==> src/rtl/enc_sel_pkg.sv <==
package enc_sel_pkg;

    localparam int ID_W   = 16;
    localparam int PAIR_W = 2 * ID_W;

    typedef struct packed {
        logic [ID_W-1:0] vendor;
        logic [ID_W-1:0] arch;
    } id_pair_t;

    typedef enum logic [1:0] {
        SEL_VENDOR = 2'd0,
        SEL_ARCH   = 2'd1,
        SEL_PAIR   = 2'd2,
        SEL_NONE   = 2'd3
    } csr_sel_e;

    // Supported pair at table index idx: entries come in vendor groups of two.
    function automatic id_pair_t entry_pair(input logic [ID_W-1:0] vbase,
                                            input int unsigned      idx);
        id_pair_t p;
        p.vendor = vbase + ID_W'(idx >> 1);
        p.arch   = ID_W'(idx);
        return p;
    endfunction

endpackage

==> src/rtl/enc_match.sv <==
module enc_match
    import enc_sel_pkg::*;
#(
    parameter int              NUM_SETS    = 4,
    parameter int              IDX_W       = 2,
    parameter logic [ID_W-1:0] VENDOR_BASE = 16'h0A00
) (
    input  id_pair_t         cand,
    output logic             hit,
    output logic [IDX_W-1:0] idx
);

    logic [NUM_SETS-1:0] eq;

    generate
        for (genvar g = 0; g < NUM_SETS; g++) begin : g_cmp
            assign eq[g] = (cand == entry_pair(VENDOR_BASE, g));
        end
    endgenerate

    always_comb begin
        hit = |eq;
        idx = '0;
        for (int i = NUM_SETS - 1; i >= 0; i--) begin
            if (eq[i]) idx = IDX_W'(i);
        end
    end

endmodule

==> src/rtl/enc_vec_table.sv <==
module enc_vec_table #(
    parameter int                NUM_SETS    = 4,
    parameter int                IDX_W       = 2,
    parameter int                TVEC_W      = 32,
    parameter logic [TVEC_W-1:0] TVEC_BASE   = 32'h1000_0000,
    parameter logic [TVEC_W-1:0] TVEC_STRIDE = 32'h0000_0100
) (
    input  logic [IDX_W-1:0]    idx,
    output logic [NUM_SETS-1:0] onehot,
    output logic [TVEC_W-1:0]   base
);

    logic [TVEC_W-1:0] bases [NUM_SETS];

    generate
        for (genvar g = 0; g < NUM_SETS; g++) begin : g_row
            assign bases[g]  = TVEC_BASE + TVEC_W'(g) * TVEC_STRIDE;
            assign onehot[g] = (idx == IDX_W'(g));
        end
    endgenerate

    assign base = bases[idx];

endmodule

==> src/rtl/enc_stall_timer.sv <==
module enc_stall_timer #(
    parameter int STALL_CYCLES = 3,
    localparam int CNT_W       = $clog2(STALL_CYCLES + 1)
) (
    input  logic clk,
    input  logic rst,
    input  logic start,
    output logic busy
);

    logic [CNT_W-1:0] cnt_q;

    always_ff @(posedge clk) begin
        if (rst)             cnt_q <= '0;
        else if (start)      cnt_q <= CNT_W'(STALL_CYCLES);
        else if (cnt_q != 0) cnt_q <= cnt_q - 1'b1;
    end

    assign busy = (cnt_q != '0);

    // a start always produces a stall in the following cycle
    p_start_stalls_r7: assert property (@(posedge clk) disable iff (rst)
        start |=> busy);

    // the stall window never exceeds the configured length
    p_cnt_bounded_r7: assert property (@(posedge clk) disable iff (rst)
        cnt_q <= CNT_W'(STALL_CYCLES));

endmodule

==> src/rtl/enc_select_ctrl.sv <==
module enc_select_ctrl
    import enc_sel_pkg::*;
#(
    parameter int                NUM_SETS     = 4,
    parameter int                STALL_CYCLES = 3,
    parameter int                TVEC_W       = 32,
    parameter bit                WRITABLE     = 1'b1,
    parameter logic [ID_W-1:0]   VENDOR_BASE  = 16'h0A00,
    parameter logic [TVEC_W-1:0] TVEC_BASE    = 32'h1000_0000,
    parameter logic [TVEC_W-1:0] TVEC_STRIDE  = 32'h0000_0100,
    localparam int               IDX_W        = $clog2(NUM_SETS)
) (
    input  logic                clk,
    input  logic                rst,
    input  logic                csr_we,
    input  logic [1:0]          csr_sel,
    input  logic [PAIR_W-1:0]   csr_wdata,
    output logic [PAIR_W-1:0]   csr_rdata,
    input  logic                trap_enter,
    input  logic                ctx_restore,
    input  logic [PAIR_W-1:0]   ctx_pair,
    output logic [NUM_SETS-1:0] dec_en,
    output logic [TVEC_W-1:0]   trap_base,
    output logic                switch_stall
);

    logic [IDX_W-1:0] sel_q;
    id_pair_t         cur_pair;
    id_pair_t         cand;
    csr_sel_e         sel_kind;
    logic             upd_req;
    logic             hit;
    logic [IDX_W-1:0] hit_idx;
    logic             accept;
    logic             changed;

    assign sel_kind = csr_sel_e'(csr_sel);
    assign cur_pair = entry_pair(VENDOR_BASE, int'(sel_q));

    // Resulting pair of this cycle's update; restore wins over a CSR write.
    always_comb begin
        cand = cur_pair;
        if (ctx_restore) begin
            cand = id_pair_t'(ctx_pair);
        end else begin
            unique case (sel_kind)
                SEL_VENDOR: cand.vendor = csr_wdata[ID_W-1:0];
                SEL_ARCH:   cand.arch   = csr_wdata[ID_W-1:0];
                SEL_PAIR:   cand        = id_pair_t'(csr_wdata);
                SEL_NONE:   cand        = cur_pair;
            endcase
        end
    end

    assign upd_req = WRITABLE && !trap_enter &&
                     (ctx_restore || (csr_we && sel_kind != SEL_NONE));

    enc_match #(
        .NUM_SETS   (NUM_SETS),
        .IDX_W      (IDX_W),
        .VENDOR_BASE(VENDOR_BASE)
    ) u_match (
        .cand(cand),
        .hit (hit),
        .idx (hit_idx)
    );

    assign accept  = upd_req && hit;
    assign changed = accept && (hit_idx != sel_q);

    always_ff @(posedge clk) begin
        if (rst)         sel_q <= '0;
        else if (accept) sel_q <= hit_idx;
    end

    enc_vec_table #(
        .NUM_SETS   (NUM_SETS),
        .IDX_W      (IDX_W),
        .TVEC_W     (TVEC_W),
        .TVEC_BASE  (TVEC_BASE),
        .TVEC_STRIDE(TVEC_STRIDE)
    ) u_vec (
        .idx   (sel_q),
        .onehot(dec_en),
        .base  (trap_base)
    );

    enc_stall_timer #(
        .STALL_CYCLES(STALL_CYCLES)
    ) u_stall (
        .clk  (clk),
        .rst  (rst),
        .start(changed),
        .busy (switch_stall)
    );

    always_comb begin
        unique case (sel_kind)
            SEL_VENDOR: csr_rdata = {{(PAIR_W-ID_W){1'b0}}, cur_pair.vendor};
            SEL_ARCH:   csr_rdata = {{(PAIR_W-ID_W){1'b0}}, cur_pair.arch};
            SEL_PAIR:   csr_rdata = PAIR_W'(cur_pair);
            SEL_NONE:   csr_rdata = '0;
        endcase
    end

    // the decoder enables stay mutually exclusive and never all low
    p_onehot_en_r3: assert property (@(posedge clk) disable iff (rst)
        $countones(dec_en) == 1);

    // trap entry freezes the selected pair
    p_trap_hold_r8: assert property (@(posedge clk) disable iff (rst)
        trap_enter |=> $stable(sel_q));

    // an update with no table match leaves the selection alone
    p_illegal_keep_r6: assert property (@(posedge clk) disable iff (rst)
        (upd_req && !hit) |=> $stable(sel_q));

    // any change of selection is covered by the stall request
    p_switch_stalls_r7: assert property (@(posedge clk) disable iff (rst)
        (sel_q != $past(sel_q)) |-> switch_stall);

    // rewriting the same entry outside a stall raises no stall
    p_same_no_stall_r7: assert property (@(posedge clk) disable iff (rst)
        (accept && !changed && !switch_stall) |=> !switch_stall);

    generate
        if (!WRITABLE) begin : g_ro_chk
            // read-only build stays on the default encoding
            p_ro_fixed_r11: assert property (@(posedge clk) disable iff (rst)
                dec_en == NUM_SETS'(1));
        end
    endgenerate

endmodule

==> config.mk <==
export PLATFORM = sky130hd
export DESIGN_NAME = enc_select_ctrl
export DESIGN_NICKNAME = d
export VERILOG_FILES = /design/src/rtl/enc_sel_pkg.sv /design/src/rtl/enc_match.sv /design/src/rtl/enc_vec_table.sv /design/src/rtl/enc_stall_timer.sv /design/src/rtl/enc_select_ctrl.sv
export SDC_FILE = /design/constraint.sdc
export NUM_CORES = 1
export LEC_CHECK = 0
export ABC_CLOCK_PERIOD_IN_PS = 2100
export CAP_MARGIN = 20
export CORE_UTILIZATION = 24
export DETAILED_ROUTE_END_ITERATION = 6
export HOLD_SLACK_MARGIN = 0.02
export PLACE_DENSITY = 0.77
export SYNTH_ARGS = -nofsm -noshare
export SYNTH_HDL_FRONTEND = slang
export SYNTH_SLANG_ARGS = --single-unit
==> constraint.sdc <==
create_clock -name clk -period 2.1 [get_ports clk]
set_input_delay 0.42 -clock clk [delete_from_list [all_inputs] [get_ports clk]]
set_output_delay 0.42 -clock clk [all_outputs]
set_load 0.02 [all_outputs]
==> run summary <==
Sink Count -> 4
row cnt -> 24
drt pass-1 iters -> 4
drt wl/cell -> 12.1 µm
worst endpoint required time -> 2.25 ns
P per Cell Area -> 356 nW/µm²
initial antenna violation count -> 0
Post-CTS Hold Fix Bufs -> 0
Post-DP Area -> 2000 µm²
vias -> 1304
most common cell after layout, fill and taps aside -> clkdlybuf4s50_1
DRC -> 0
grt total ovfl -> 0
Slew Viols, Final -> 0
clock share of power -> 0.212
initial cell density of the core -> 0.258
GPL Wtd Cong -> 0.741
pre-CTS setup slack -> -0.677 ns
first-pass GRT wire length -> 5440 µm
maximum VDD drop -> 212 µV
ANT cells -> 0
Top delay family on crit path -> simple AND/OR/NAND/NOR gates
yosys warns -> 0
Vert. Die Dim -> 71.6 µm
routed vias/inst -> 4.19
P_int -> 0.472 mW
R2R Path End -> sel_q[1]
mapped cell area -> 1160 µm²
P&R area growth vs syn -> 84.6%
TritonCTS clock tree -> built
register area share after synthesis -> 0.0688
post-route cell area -> 2150 µm²
part of the power in registers -> 0.131
Crit. End Element -> flip-flop
Worst Skew -> 0.00244 ns
CP max stage cell -> or4b_1
fmax -> 0.483 GHz
post-route minimum period -> 2.07 ns
final worst-path cycle share -> 0.987
max incr delay on CP -> 0.56 ns
async set-reset flop share out of synthesis -> 0
clk buf depth -> 2
Final WS setup -> 0.0281 ns
nets -> 339
share of layout cells above drive strength 1 -> 0.193
cell count along the critical path -> 6
top cells by area, synth -> buf_4, ha_1, dfxtp_1
pin count of the biggest net entering global routing -> 13
CTS Root Cell -> clkbuf_8
Crit Path Class -> input port to flip-flop
post-synth top area share -> 0.368
final setup fails -> 0
H-tree levels -> 1
Logic pwr share -> 0.657
Critical Path End -> sel_q[1]
CTS Buf Count -> 3
Total GRT Usage -> 0.135
commonest non-fill, non-tap cells in the layout -> clkdlybuf4s50_1, conb_1, buf_4
status -> complete, no violations
R2R cell count -> 6
Post-synth EDFFs -> 0
critical path fanouts, max -> 3
crit path cell chain -> clkdlybuf4s50_1 -> or4b_1 -> a21oi_2 -> nand3_2 -> or3b_1 -> a21oi_1
Final Hold Vio Count -> 0
synthesized area per cell -> 7.56 µm²
Max-Cap Viols -> 0
Reg clk slew, reported paths -> 0.03 ns
Mapped Cells -> 154
clk_lat worst skew -> 0.22 ns
Netlist cell types -> 38
prevailing post-synth register cell -> dfxtp_1
Sw Ratio -> 0.383
leakage power -> 1.01 nW
final antenna-violating net count -> 0
Buf/Inv on CP -> 1
reg2reg setup slack -> 0.18 ns
io pins -> 140
critical path startpoint category -> input port
Die Width -> 71.6 µm
Worst Hold Class -> flip-flop to flip-flop
HPWL Detailed -> 3100 µm
port buffer count -> 84
flops & latches, synth -> 4
WL final -> 3760 µm
core box area -> 4500 µm²
cell accounting for the most synthesized area -> buf_4
DIE AREA -> 5130 µm²
RSZ-0062 raised after global routing -> true
DRT iter0 DRCs -> 12
reg2reg start -> sel_q[1]
vias in the first global route -> 1217
Psw -> 0.293 mW
Arr. time, crit path -> 2.22 ns
crit path from -> ctx_pair[18]
sequential cells by signal (all words and copies together), names as in the netlist:
register and flops:
sel_q 2, u_stall.cnt_q 2
power by group through the flow:
stage / Combinational [mW] / Sequential (mW) / Clock [mW]
global route: 0.547 / 0.102 / 0.171
detailed placement: 0.486 / 0.101 / 0
finish: 0.503 / 0.100 / 0.162
floorplan: 0.336 / 0.100 / 0
global placement: 0.478 / 0.100 / 0
CTS: 0.494 / 0.100 / 0.166
worst register-to-register path, cell delays in order, from the launching register on:
cell      delay (ns)
dfxtp_1         0.60
nor4_2          0.12
a211oi_2        0.28
xor2_2          0.19
nand3_2         0.12
or3b_1          0.41
a21oi_1         0.13
per-stage QoR:
step / std cells / total power, mW / hold slack, ns / utilization / setup TNS (ns)
2_1_floorplan: 207 / 0.436 / 0.489 / - / 0
3_3_place_gp: 304 / 0.578 / 0.572 / 0.444 / -5.24
3_5_place_dp: 304 / 0.587 / 0.589 / 0.444 / -5.48
4_1_cts: 310 / 0.761 / 0.600 / 0.460 / 0
5_1_grt: 311 / 0.819 / 0.643 / 0.477 / -0.0368
6_report: 311 / 0.765 / 0.595 / 0.477 / 0
cells in the mapped netlist, types with 3 or more instances:
library cell  count
o21ai_0           5
nor4_1            7
a21oi_1           7
buf_4            57
ha_1              7
buf_2             4
inv_1             7
nor2b_1           5
nand4_1           3
dfxtp_1           4
o21a_1            3
nor2_1            6
mux2i_1           3
nor3_1            4
logic make-up after synthesis:
group | count (synthesis) | share of synthesized area
buffers and inverters | 68 | 0.408
and+or+nand+nor | 38 | 0.221
AOI/OAI and AO/OA | 27 | 0.155
adders and majority gates | 7 | 0.0753
xor gates and xnor gates | 4 | 0.0301
muxes | 4 | 0.0355
DFF | 4 | 0.0688
other | 2 | 0.00645
worst min path at each step:
| stage | start | cells past startpoint | end |
|---|---|---|---|
| finish | u_stall.cnt_q[0] | 2 | u_stall.cnt_q[0] |
| global route | u_stall.cnt_q[0] | 2 | u_stall.cnt_q[0] |
| CTS | u_stall.cnt_q[0] | 2 | u_stall.cnt_q[0] |
| detailed placement | u_stall.cnt_q[0] | 2 | u_stall.cnt_q[0] |
| global placement | u_stall.cnt_q[0] | 2 | u_stall.cnt_q[0] |
| floorplan | rst | 1 | sel_q[1] |
cell type report:
cell class | count | area [µm²]
sequential | 4 | 80.1
timing repair buffer | 110 | 1040
multi-input combinational | 135 | 896
inverter | 7 | 28.8
fill | 457 | 2360
clock buffer | 3 | 41.3
tap | 52 | 65.1
layer usage:
layer | up-vias | GRT usage | share of wire
li1 | 633 | - | -
met1 | 584 | 0.147 | 0.37
met2 | 85 | 0.265 | 0.52
met3 | 2 | 0.0239 | 0.098
met4 | 0 | 0.0327 | 0.0061
met5 | - | 0 | 0
timing repair:
item,in CTS,in global routing
buffers inserted,2,1
pin swaps,11,11
cloned,1,0
endpoints found under the setup margin,11,8
gates resized for setup,31,16
Note: power is estimated with default switching activity, not from simulation.
